## src/rtl/trs_pkg.sv

```systemverilog
package trs_pkg;

    typedef enum logic [2:0] {
        ST_SAMPLE,
        ST_START,
        ST_SETTLE,
        ST_READ_REQ,
        ST_READ_WAIT,
        ST_REARM
    } trs_state_t;

endpackage

```

## src/rtl/trs_settle_timer.sv

```systemverilog
module trs_settle_timer #(
    parameter int W = 16
) (
    input  logic         clk,
    input  logic         rst,
    input  logic         load,
    input  logic [W-1:0] load_val,
    input  logic         dec,
    output logic         is_zero,
    output logic         is_one
);

    logic [W-1:0] cnt_q;

    always_ff @(posedge clk) begin
        if (rst) begin
            cnt_q <= '0;
        end else if (load) begin
            cnt_q <= load_val;
        end else if (dec && cnt_q != '0) begin
            cnt_q <= cnt_q - 1'b1;
        end
    end

    assign is_zero = (cnt_q == '0);
    assign is_one  = (cnt_q == W'(1));

endmodule

```

## src/rtl/trs_cell_ptr.sv

```systemverilog
module trs_cell_ptr #(
    parameter int CELLS  = 1024,
    parameter int CELL_W = 10
) (
    input  logic              clk,
    input  logic              rst,
    input  logic              run,
    input  logic              capture,
    input  logic              step,
    output logic [CELL_W-1:0] trig_cell,
    output logic [CELL_W-1:0] rd_addr,
    output logic              rd_last
);

    localparam logic [CELL_W-1:0] TOP = CELL_W'(CELLS - 1);

    logic [CELL_W-1:0] pos_q;
    logic [CELL_W-1:0] rd_cnt_q;

    function automatic logic [CELL_W-1:0] ring_next(input logic [CELL_W-1:0] v);
        return (v == TOP) ? '0 : v + 1'b1;
    endfunction

    always_ff @(posedge clk) begin
        if (rst) begin
            pos_q <= '0;
        end else if (run) begin
            pos_q <= ring_next(pos_q);
        end
    end

    always_ff @(posedge clk) begin
        if (rst) begin
            trig_cell <= '0;
            rd_addr   <= '0;
            rd_cnt_q  <= '0;
        end else if (capture) begin
            trig_cell <= pos_q;
            rd_addr   <= pos_q;
            rd_cnt_q  <= '0;
        end else if (step) begin
            rd_addr   <= ring_next(rd_addr);
            rd_cnt_q  <= rd_cnt_q + 1'b1;
        end
    end

    assign rd_last = (rd_cnt_q == TOP);

endmodule

```

## src/rtl/trs_adc_watch.sv

```systemverilog
module trs_adc_watch #(
    parameter int TIMEOUT = 256
) (
    input  logic clk,
    input  logic rst,
    input  logic clear,
    input  logic count,
    output logic expired
);

    localparam int WW = $clog2(TIMEOUT + 1);
    localparam logic [WW-1:0] LIMIT = WW'(TIMEOUT - 1);

    logic [WW-1:0] wd_q;

    always_ff @(posedge clk) begin
        if (rst || clear) begin
            wd_q <= '0;
        end else if (count && wd_q != LIMIT) begin
            wd_q <= wd_q + 1'b1;
        end
    end

    assign expired = (wd_q == LIMIT);

endmodule

```

## src/rtl/trig_readout_seq.sv

```systemverilog
module trig_readout_seq #(
    parameter int CELLS    = 1024,
    parameter int DATA_W   = 12,
    parameter int SETTLE_W = 16,
    parameter int TIMEOUT  = 256,
    parameter int REJ_W    = 16,
    localparam int CELL_W  = $clog2(CELLS)
) (
    input  logic                clk,
    input  logic                rst,
    input  logic                trig_in,
    input  logic [SETTLE_W-1:0] settle_cfg,
    output logic                adc_start,
    input  logic                adc_valid,
    input  logic [DATA_W-1:0]   adc_data,
    output logic [CELL_W-1:0]   cell_addr,
    output logic                sample_valid,
    output logic [DATA_W-1:0]   sample_data,
    output logic [CELL_W-1:0]   sample_cell,
    output logic                sample_last,
    output logic [CELL_W-1:0]   trig_cell,
    output logic                busy,
    output logic                sample_en,
    output logic                err_timeout,
    output logic [REJ_W-1:0]    rej_count
);

    import trs_pkg::*;

    trs_state_t state_q, state_d;

    logic accept, step, settle_zero, settle_one, wd_expired, rd_last, timeout_hit;
    logic [CELL_W-1:0] rd_addr;

    assign accept      = (state_q == ST_SAMPLE) && trig_in;
    assign step        = (state_q == ST_READ_WAIT) && adc_valid;
    assign timeout_hit = (state_q == ST_READ_WAIT) && !adc_valid && wd_expired;

    trs_settle_timer #(.W(SETTLE_W)) u_settle (
        .clk      (clk),
        .rst      (rst),
        .load     (accept),
        .load_val (settle_cfg),
        .dec      (state_q == ST_SETTLE),
        .is_zero  (settle_zero),
        .is_one   (settle_one)
    );

    trs_cell_ptr #(.CELLS(CELLS), .CELL_W(CELL_W)) u_ptr (
        .clk       (clk),
        .rst       (rst),
        .run       (sample_en),
        .capture   (accept),
        .step      (step),
        .trig_cell (trig_cell),
        .rd_addr   (rd_addr),
        .rd_last   (rd_last)
    );

    trs_adc_watch #(.TIMEOUT(TIMEOUT)) u_watch (
        .clk     (clk),
        .rst     (rst),
        .clear   (state_q == ST_READ_REQ),
        .count   (state_q == ST_READ_WAIT),
        .expired (wd_expired)
    );

    // next-state decode
    always_comb begin
        state_d = state_q;
        unique case (state_q)
            ST_SAMPLE:    if (trig_in) state_d = ST_START;
            ST_START:     state_d = settle_zero ? ST_READ_REQ : ST_SETTLE;
            ST_SETTLE:    if (settle_one || settle_zero) state_d = ST_READ_REQ;
            ST_READ_REQ:  state_d = ST_READ_WAIT;
            ST_READ_WAIT: begin
                if (adc_valid)        state_d = rd_last ? ST_REARM : ST_READ_REQ;
                else if (wd_expired)  state_d = ST_SAMPLE;
            end
            ST_REARM:     state_d = ST_SAMPLE;
            default:      state_d = ST_SAMPLE;
        endcase
    end

    // state register
    always_ff @(posedge clk) begin
        if (rst) state_q <= ST_SAMPLE;
        else     state_q <= state_d;
    end

    // state outputs
    always_comb begin
        sample_en = 1'b0;
        busy      = 1'b1;
        adc_start = 1'b0;
        unique case (state_q)
            ST_SAMPLE:   begin sample_en = 1'b1; busy = 1'b0; end
            ST_REARM:    sample_en = 1'b1;
            ST_READ_REQ: adc_start = 1'b1;
            default:     ;
        endcase
    end

    assign cell_addr = rd_addr;

    // sample stream, error flag, rejected-trigger tally
    always_ff @(posedge clk) begin
        if (rst) begin
            sample_valid <= 1'b0;
            sample_data  <= '0;
            sample_cell  <= '0;
            sample_last  <= 1'b0;
            err_timeout  <= 1'b0;
            rej_count    <= '0;
        end else begin
            sample_valid <= step;
            if (step) begin
                sample_data <= adc_data;
                sample_cell <= rd_addr;
                sample_last <= rd_last;
            end
            if (accept)           err_timeout <= 1'b0;
            else if (timeout_hit) err_timeout <= 1'b1;
            if (busy && trig_in && rej_count != {REJ_W{1'b1}})
                rej_count <= rej_count + 1'b1;
        end
    end

endmodule

```

## config.mk

```make
export PLATFORM = sky130hd
export DESIGN_NAME = trig_readout_seq
export DESIGN_NICKNAME = d
export VERILOG_FILES = /design/src/rtl/trs_pkg.sv /design/src/rtl/trs_settle_timer.sv /design/src/rtl/trs_cell_ptr.sv /design/src/rtl/trs_adc_watch.sv /design/src/rtl/trig_readout_seq.sv
export SDC_FILE = /design/constraint.sdc
export NUM_CORES = 1
export LEC_CHECK = 0
export BUFFER_PORTS_ARGS = -buffer_cell sky130_fd_sc_hd__clkbuf_2
export CAP_MARGIN = 20
export CELL_PAD_IN_SITES_DETAIL_PLACEMENT = 1
export CELL_PAD_IN_SITES_GLOBAL_PLACEMENT = 1
export CORE_ASPECT_RATIO = 0.8
export CORE_MARGIN = 4
export CORE_UTILIZATION = 40
export CTS_CLUSTER_DIAMETER = 40
export CTS_CLUSTER_SIZE = 24
export DETAILED_ROUTE_END_ITERATION = 16
export GPL_ROUTABILITY_DRIVEN = 0
export PLACE_DENSITY = 0.75
export SYNTH_ARGS = -nofsm -noshare
export SYNTH_HDL_FRONTEND = slang
export SYNTH_SLANG_ARGS = --single-unit
```

## constraint.sdc

```tcl
create_clock -name clk -period 3.3 [get_ports clk]
set_input_delay 0.66 -clock clk [delete_from_list [all_inputs] [get_ports clk]]
set_output_delay 0.66 -clock clk [all_outputs]
set_load 0.1 [all_outputs]
```

==> flow_results.org, run 1 <==
** Power and ir drop
- Maximum vdd ir drop :: 277.7 uV
- For this design the static power due to leakage is 2.202 nW.
- P per Cell Area :: 710.5 mW/mm2

** Min path
- Worst-case hold path end point :: sample_data[4]
- Counting instances, the worst hold path has a depth of 2.
- In this run the most critical hold path is launched from sample_data[4].
- In this run the worst hold path is classified as reg2reg.

** CTS
- The H-tree generated during clock tree synthesis spans 3 levels.
- In this run the clock root is driven by a sky130_fd_sc_hd__clkbuf_16.
- The clock reaches the later pin of the worst-skew pair after 0.35 ns.
- Post-cts hold buffer count :: 0
- Clock transition at path regs :: 0.07 ns
- TritonCTS clock tree :: built
- Buffers inserted during clock tree synthesis total 9.
- Clock buffer depth :: 2
- For this design, the sink count on the clock tree is 109.

** Detailed routing
- For this block, the via count after detailed routing is 4469.
- Number of detailed-route iterations in the first pass :: 4
- In the final routed layout, each cell accounts on average for 15.99 um.
- Post-route DRC :: 0
- The final layout contains routed wiring with a total length of 13260 um.
- Remaining antenna violation count after routing :: 0
- Dividing the detail-routed via count by the number of cells gives 5.391.
- The detailed router finished its first iteration with 201 violations.

** Layout
- Fillers :: 1461
- Layout Nets :: 716
- Top library cells by usage in the layout, fill and taps aside :: sky130_fd_sc_hd__dfxtp_1, sky130_fd_sc_hd__nand2_1, sky130_fd_sc_hd__clkbuf_2
- 0 antenna diodes ended up in the layout.
- Fraction of layout instances using a drive strength above 1 :: 18.80%
- Relative to the synthesized area, the layout overhead comes to 19.40%.
- Core Util, Final :: 49.59%
- Most common cell after layout, fill and taps aside :: sky130_fd_sc_hd__dfxtp_1
- Cell area after layout :: 0.005821 mm2

** Floorplan
- Ports :: 96
- Number of cell rows :: 35
- For this configuration, the core starts out at a cell density of 41.54%.
- Floorplan Core Area :: 0.01174 mm2
- Die height :: 106.7 um
- The floorplan step defined a die boundary enclosing 0.01403 mm2.
- Die W :: 131.4 um

** STA
- Sum of negative setup slack :: 0 ns
- Setup repair after global routing left no endpoint under its margin.
- Final hold viol count :: 0
- In the finished design, the share of the clock period the worst path needs comes to 87.27%.
- Max Slew Vio Count :: 0
- Clock skew on the completed layout was measured at 0.006165 ns.
- At the pin with the least slew margin, the transition time is 0.8039 ns.
- After layout, the minimum clock period comes to 2.880 ns.
- Minimum setup slack in the final design :: 0.4200 ns
- Worst slew margin relative to its limit :: 46.26%
- Setup violations remaining at the end of the flow were counted as 0.
- Derived from the worst setup path, the maximum achievable clock frequency is 347.2 MHz.
- Hold_ws :: 0.4557 ns

** Critical path
- Critical path arrival :: 3.10 ns
- Counting cells, the worst reg-to-reg path comes to 5.
- The worst register-to-register path begins at state_q[1].
- Crit end category :: flip-flop
- STA classifies the critical path startpoint as a flip-flop.
- Of all nets on the critical path, the largest fanout is 16.
- The worst register-to-register path ends at u_settle.cnt_q[6].
- STA puts the critical path data required time at 3.52 ns.
- Critical Setup Path Class :: reg2reg
- Slack of the worst reg-to-reg path :: 0.42 ns

** Logic synthesis
- Synthesis produced a netlist whose cell count is 595.
- Of the post-synthesis cell area, the part taken by muxes is 0.8470%.
- For this run, the register share of the synthesized area comes to 44.76%.
- Number of flops mapped to enable cells by yosys :: 0
- Synthesis inferred 109 register bits.
- The synthesized netlist devotes 14.30% of its cell area to compound gates.
- Async set-reset flop share out of synthesis :: 0%
- Of the total synthesized cell area, the portion taken by AND, OR, NAND and NOR gates is 26.72%.
- Per-instance average area after synthesis :: 8.193 um2
- After synthesis, the largest family of logic cells by area is simple AND/OR/NAND/NOR gates.
- Mapped Area :: 0.004875 mm2
- Most area-consuming cells after synthesis :: sky130_fd_sc_hd__dfxtp_1, sky130_fd_sc_hd__nand2_1, sky130_fd_sc_hd__a21oi_1
- During synthesis, Yosys emitted a total of 0 warnings.
- After Yosys synthesis, XOR and XNOR cells account for 8.085% of the synthesized area.
- Library cell with the largest summed area after synthesis :: sky130_fd_sc_hd__dfxtp_1
- Primary FF master, synth :: sky130_fd_sc_hd__dfxtp_1
- Of the total synthesized cell area, the portion taken by full adders, half adders and majority gates is 2.053%.
- The synthesized netlist contains 55 unique library cells.
- The synthesized design devotes to its leading area cell type 44.76% of total area.
- Syn nets :: 635

** Run status
- Status :: finished, final reports clean

** Global route
- Number of antenna violations at the first check in global routing :: 0
- Global-route wire length before repair :: 22470 um
- The total overflow left after global routing is 0.
- The via count of the first global-routing pass is 4579.
- Pin count of the biggest net entering global routing :: 54
- Aggregate global-route resource usage :: 19.00%

** Place
- Summing all placed instances gives a cell area of 0.005492 mm2.
- Worst setup timing slack at the placement stage :: 0.4965 ns
- During placement, the flow inserted port buffers numbering 95.
- Half-perimeter wire length after placement :: 9545 um

** Run
- Across the run, the number of max-cap violations was 0.
stage by stage:
| step | total power [mW] | std cells |
|---|---|---|
| 2_1_floorplan | 2.670 | 595 |
| 3_3_place_gp | 2.930 | 813 |
| 3_5_place_dp | 2.979 | 813 |
| 4_1_cts | 4.171 | 829 |
| 5_1_grt | 4.372 | 829 |
| 6_report | 4.136 | 829 |
power by group:
part | leakage, nW | switching [mW] | internal, mW
logic | 1.16 | 0.954 | 0.372
clock network | 0.156 | 0.468 | 0.708
registers | 0.883 | 0.189 | 1.44
kinds of logic (layout without fill, tap and decap cells):
kind of cell | after synthesis | in the layout
AO/OA/AOI/OAI | 113 | 113
buffers and inverters | 41 | 127
adder cells (fa/ha/maj) | 8 | 8
flip-flops | 109 | 109
multiplexers | 4 | 4
AND/OR/NAND/NOR | 275 | 275
XOR/XNOR | 45 | 45
critical path: stages (launching register included):
cell and delay, ns:
sky130_fd_sc_hd__dfxtp_1 0.70, sky130_fd_sc_hd__nor3b_1 0.63, sky130_fd_sc_hd__nand3_1 0.40, sky130_fd_sc_hd__a2111oi_1 0.55, sky130_fd_sc_hd__nor3_1 0.08, sky130_fd_sc_hd__a2111oi_0 0.40
synthesized netlist by cell type (2+ instances only):
cell	n
sky130_fd_sc_hd__xnor2_1	30
sky130_fd_sc_hd__a21o_1	3
sky130_fd_sc_hd__and3_1	10
sky130_fd_sc_hd__o21ai_0	7
sky130_fd_sc_hd__a311oi_1	3
sky130_fd_sc_hd__mux2i_1	3
sky130_fd_sc_hd__or3_1	3
sky130_fd_sc_hd__and2_1	2
sky130_fd_sc_hd__buf_1	3
sky130_fd_sc_hd__buf_2	2
sky130_fd_sc_hd__clkbuf_1	26
sky130_fd_sc_hd__dfxtp_1	109
sky130_fd_sc_hd__ha_1	8
sky130_fd_sc_hd__a211oi_1	14
sky130_fd_sc_hd__nand4_1	10
sky130_fd_sc_hd__a21oi_1	59
sky130_fd_sc_hd__nand3_1	21
sky130_fd_sc_hd__or4_1	3
sky130_fd_sc_hd__inv_1	9
sky130_fd_sc_hd__xor2_1	15
sky130_fd_sc_hd__nor2_1	72
sky130_fd_sc_hd__and4_1	4
sky130_fd_sc_hd__o21bai_1	2
sky130_fd_sc_hd__nor4_1	12
sky130_fd_sc_hd__nor4b_1	3
sky130_fd_sc_hd__o31a_1	2
sky130_fd_sc_hd__nor3_1	21
sky130_fd_sc_hd__nand4b_1	2
sky130_fd_sc_hd__a31oi_1	6
sky130_fd_sc_hd__or2_2	2
sky130_fd_sc_hd__a31o_2	2
sky130_fd_sc_hd__nand3b_1	2
sky130_fd_sc_hd__nor3b_1	2
sky130_fd_sc_hd__nand2_1	95
sky130_fd_sc_hd__nand2b_1	5
sky130_fd_sc_hd__a2111oi_0	4
what timing repair did:
| item | in CTS | in global routing |
|---|---|---|
| hold endpoints to repair | 0 | 0 |
| gates resized for setup | 0 | 1 |
| setup endpoints to repair | 0 | 1 |
| setup buffers | 0 | 0 |
sequential cells by signal, summed over array words and instances, names as in the netlist, 3 cells and up:
signal,cells
rej_count,16
sample_data,12
sample_cell,10
u_watch.wd_q,9
u_ptr.pos_q,10
u_settle.cnt_q,16
u_ptr.rd_addr,10
u_ptr.trig_cell,10
state_q,3
u_ptr.rd_cnt_q,10
worst max-delay path by stage:
| stage | from | endpoint | slack, ns | cells past startpoint |
|---|---|---|---|---|
| finish | state_q[1] | u_settle.cnt_q[6] | 0.42 | 5 |
| global route | state_q[1] | u_settle.cnt_q[6] | 0.06 | 5 |
| CTS | state_q[1] | u_settle.cnt_q[6] | 0.44 | 5 |
| detailed placement | state_q[1] | u_settle.cnt_q[6] | 0.50 | 5 |
| global placement | state_q[1] | u_settle.cnt_q[6] | 0.70 | 5 |
| floorplan | state_q[0] | sample_en | 0.45 | 3 |
layout make-up:
cell class	count	area, um2	area share, %
clock buffer	13	260.3	4.471
clock inverter	3	67.56	1.161
inverter	9	33.78	0.5804
multi-input combinational	445	2551	43.83
sequential	109	2182	37.49
tap	148	185.2	3.181
timing repair buffer	102	540.5	9.286
per-layer routing:
| layer | track usage (%) | wire, um | vias up |
|---|---|---|---|
| met5 | 0 | 0 | - |
| met2 | 31.71 | 6128 | 84 |
| met3 | 4.362 | 520 | 16 |
| met1 | 24.85 | 6434 | 2123 |
| met4 | 5.247 | 173 | 0 |
| li1 | - | - | 2246 |
No activity file was read; power rests on OpenSTA's default activity.
==> run 2, diff against run 1 <==
--- a/config.mk
+++ b/config.mk
@@ -5,13 +5,13 @@
 export SDC_FILE = /design/constraint.sdc
 export NUM_CORES = 1
 export LEC_CHECK = 0
+export ABC_AREA = 1
 export BUFFER_PORTS_ARGS = -buffer_cell sky130_fd_sc_hd__clkbuf_2
-export CAP_MARGIN = 20
 export CELL_PAD_IN_SITES_DETAIL_PLACEMENT = 1
 export CELL_PAD_IN_SITES_GLOBAL_PLACEMENT = 1
 export CORE_ASPECT_RATIO = 0.8
 export CORE_MARGIN = 4
-export CORE_UTILIZATION = 40
+export CORE_UTILIZATION = 39
 export CTS_CLUSTER_DIAMETER = 40
 export CTS_CLUSTER_SIZE = 24
 export DETAILED_ROUTE_END_ITERATION = 16
==> run 2 against run 1 <==
Final area grew 7.6%. Count of clock-buffer cells in the layout decreased by 4. Combinational power is 17% higher. Area after synthesis grew 9.9%. Synthesized cell count is 32% higher. Sequential power down 2%. Critical endpoint is now sample_en. Highest routed layer unchanged.
==> flow_results.org, run 2 <==
** Global route
- Aggregate global-route resource usage :: 20.83%
- Met3 capacity usage during global routing :: 4.098%
- The global routing stage identified its most utilized layer as met2.
- Remaining Overflow, GRT :: 0
- Global-route wire length before repair :: 27130 um
- Entering global routing, the biggest net connects 56 pins.
- The initial antenna violation count was 0.
- Fraction of met2 tracks used by global routing :: 35.94%
- Via count of the first global-routing pass :: 5521
- Global routing used 27.06% of the available met1 tracks.

** Logic synthesis
- Primary FF master, synth :: sky130_fd_sc_hd__dfxtp_1
- Cell with the most instances after synthesis :: sky130_fd_sc_hd__nand2_1
- Mapped Area :: 0.005356 mm2
- The average instance in the mapped netlist occupies 6.806 um2.
- After synthesis, flip-flops and latches occupy 40.74% of the total area.
- Synthesis produced 787 cells.
- The synthesized netlist contains 38 unique library cells.
- Number of flops mapped to enable cells by yosys :: 0
- Summed over its instances, the top area cell type makes up 40.74% of the synthesized netlist area.
- Library cell with the largest summed area after synthesis :: sky130_fd_sc_hd__dfxtp_1
- Syn nets :: 827
- Synth Register Bits :: 109
- For this run, the number of Yosys warnings is 0.
- Ranked by total cell area, the synthesized netlist is headed by sky130_fd_sc_hd__dfxtp_1, sky130_fd_sc_hd__nand2_1, sky130_fd_sc_hd__a21oi_1.
- Most common library cells after synthesis :: sky130_fd_sc_hd__nand2_1, sky130_fd_sc_hd__dfxtp_1, sky130_fd_sc_hd__nor2_1
- In the synthesized netlist the async set-or-reset flop fraction comes to 0%.

** Power and ir drop
- In this run switching power makes up 43.65% of total power.
- For this design the ratio of total power to cell area is 673.1 mW/mm2.
- Sequential cells account for 37.7% of the total power.
- Summed over all cells, the static leakage comes to 2.642 nW.
- Across the VDD grid, the largest voltage drop is 279.4 uV.
- Combinational logic is responsible for 36.7% of the overall power.
- Switching power :: 1.840 mW
- The internal portion of the total power is 2.375 mW.
- Power after layout :: 4.215 mW
- The share of total power dissipated in the clock network is 25.6%.

** CTS
- In this run, CTS created clock tree buffers numbering 9.
- TritonCTS clock tree :: built
- Hold repair after CTS inserted 0 buffers.
- Cells resized by post-CTS repair :: 0
- Clock root buffer :: sky130_fd_sc_hd__clkbuf_16
- The clock drives 109 sinks.
- Clock buffer depth :: 2
- Post-CTS timing repair inserted 0 buffers for setup.
- Clock latency on the worst-skew pair, taken at its later pin, is 0.36 ns.
- After clock tree synthesis, the clock-pin slew on the worst setup and hold paths is 0.07 ns.
- The clock tree synthesis step divided the H-tree into 3 levels.

** Floorplan
- Area of the die :: 0.01568 mm2
- The floorplan step set the die height to 112.8 um.
- The die is 139.0 um wide.
- The initial utilization of the core area, before any placement, comes to 39.67%.
- Floorplan Core Area :: 0.01350 mm2
- Ports :: 96
- Number of cell rows :: 38

** Min path
- Number of stages on the worst hold path :: 2
- Hold Crit Start :: u_ptr.trig_cell[4]
- The tightest min-delay check is of the reg2reg type.
- Worst-case hold path end point :: u_ptr.trig_cell[4]

** Detailed routing
- Total vias in the final route :: 5340
- Starting DRT DRC Count :: 279
- Using the TritonRoute via totals, the vias-per-cell ratio works out to 5.042.
- The first detailed-routing pass took 4 iterations.
- Post-route DRC :: 0
- Once detail routing completed, the nets flagged for antenna violations numbered 0.
- WL per Instance :: 15.09 um
- Total routed wirelength :: 15980 um

** Layout
- Fraction of layout instances using a drive strength above 1 :: 15.81%
- Leaving out fill and tap cells, the most frequent cell in the layout is sky130_fd_sc_hd__nand2_1.
- Registers with the most flip-flops :: rej_count: 16 flops, u_settle.cnt_q: 16 flops, sample_data: 12 flops
- Relative to the synthesized area, the layout overhead comes to 16.91%.
- Fillers :: 1814
- Multi-input gate area in the final layout :: 0.002711 mm2
- Top library cells by usage in the layout, fill and taps aside :: sky130_fd_sc_hd__nand2_1, sky130_fd_sc_hd__dfxtp_1, sky130_fd_sc_hd__clkbuf_2
- Register area :: 0.002182 mm2
- Cell area after layout :: 0.006262 mm2
- Layout Nets :: 914
- Antenna Diode Count :: 0

** Critical path
- The worst setup path is of the reg2out kind.
- Startpoint kind of the worst setup timing path :: flip-flop
- STA classifies the critical path endpoint as an output pin.
- Required time at the endpoint of the critical path :: 2.64 ns
- Reg-to-Reg Start :: u_settle.cnt_q[0]
- Largest fanout on the critical path :: 9
- The worst register-to-register path has a depth of 10.
- The endpoint identified for the worst register-to-register timing path is u_settle.cnt_q[11].
- For the worst setup path, the data arrival time is 1.75 ns.
- Slack of the worst reg-to-reg path :: 1.26 ns

** STA
- Achievable frequency :: 415.8 MHz
- The number of hold violations in the final report is 0.
- The worst path in the final design needs a cycle of 2.405 ns, including I/O delays and setup.
- Worst slew margin relative to its limit :: 57.93%
- Setup repair after global routing left no endpoint under its margin.
- Setup violations remaining at the end of the flow were counted as 0.
- After routing, the total negative slack on setup checks comes to 0 ns.
- At the pin with the least slew margin, the transition time is 0.6311 ns.
- Worst clock skew :: 0.007026 ns
- Max Slew Vio Count :: 0
- The worst path uses 72.88% of the clock period.

** Place
- Buffers on Ports :: 95
- After detailed placement, the total cell area comes to 0.005966 mm2.
- Half-perimeter wire length after placement :: 11920 um

** Run
- Across the run, the number of max-cap violations was 0.

** Run status
- The run finished with clean final reports.
==> run 2: area by class of cell <==
| type | count | area share (%) |
|---|---|---|
| multi-input combinational | 565 | 43.30 |
| sequential | 109 | 34.85 |
| tap | 180 | 3.596 |
| inverter | 89 | 5.335 |
| timing repair buffer | 100 | 8.192 |
| clock inverter | 7 | 1.139 |
| clock buffer | 9 | 3.596 |
==> run 2: layer usage <==
| metal | wire length, um | share of wire, % |
|---|---|---|
| met1 | 7650 | 48 |
| met2 | 7558 | 47 |
| met3 | 604 | 3.8 |
| met4 | 164 | 1.0 |
| met5 | 0 | 0 |
==> run 2: power groups by stage <==
stage	Sequential, mW	Clock (mW)	Combinational, mW
floorplan	1.72	0	1.07
global placement	1.61	0	1.48
detailed placement	1.62	0	1.55
CTS	1.59	1.12	1.56
global route	1.61	1.17	1.74
finish	1.59	1.08	1.55
==> run 2: stage by stage <==
step                worst slack [ns]  cells  utilization [%]  hold WS, ns
global placement               1.181   1043            44.18       0.4417
floorplan                    0.01640    787                -       0.4341
global route                  0.8000   1059            46.38       0.4894
CTS                           0.8723   1059            46.38       0.4656
finish                        0.8948   1059            46.38       0.4603
detailed placement             1.130   1043            44.18       0.4525
==> run 2: worst max-delay path by stage <==
stage               start            endpoint  cells past startpoint
3_3_place_gp      trig_in  u_settle.cnt_q[14]                      6
6_report       state_q[0]           sample_en                      4
2_1_floorplan  state_q[0]     u_watch.wd_q[4]                      5
5_1_grt        state_q[0]           sample_en                      4
3_5_place_dp      trig_in  u_settle.cnt_q[11]                      6
4_1_cts        state_q[0]           sample_en                      4
==> run 2: cells by family after synthesis <==
kind of cell	synth area share, %
XOR/XNOR	3.107
buffers and inverters	8.643
flip-flops	40.74
AO/OA/AOI/OAI	13.60
multiplexers	0.1869
AND/OR/NAND/NOR	31.86
adder cells (fa/ha/maj)	1.869
==> run 2: worst max-delay path, stage by stage, from the launching register on <==
cell	delay [ns]
sky130_fd_sc_hd__dfxtp_1	0.38
sky130_fd_sc_hd__nor2_4	0.17
sky130_fd_sc_hd__nand2_1	0.14
sky130_fd_sc_hd__nand2_2	0.20
sky130_fd_sc_hd__clkbuf_2	0.50
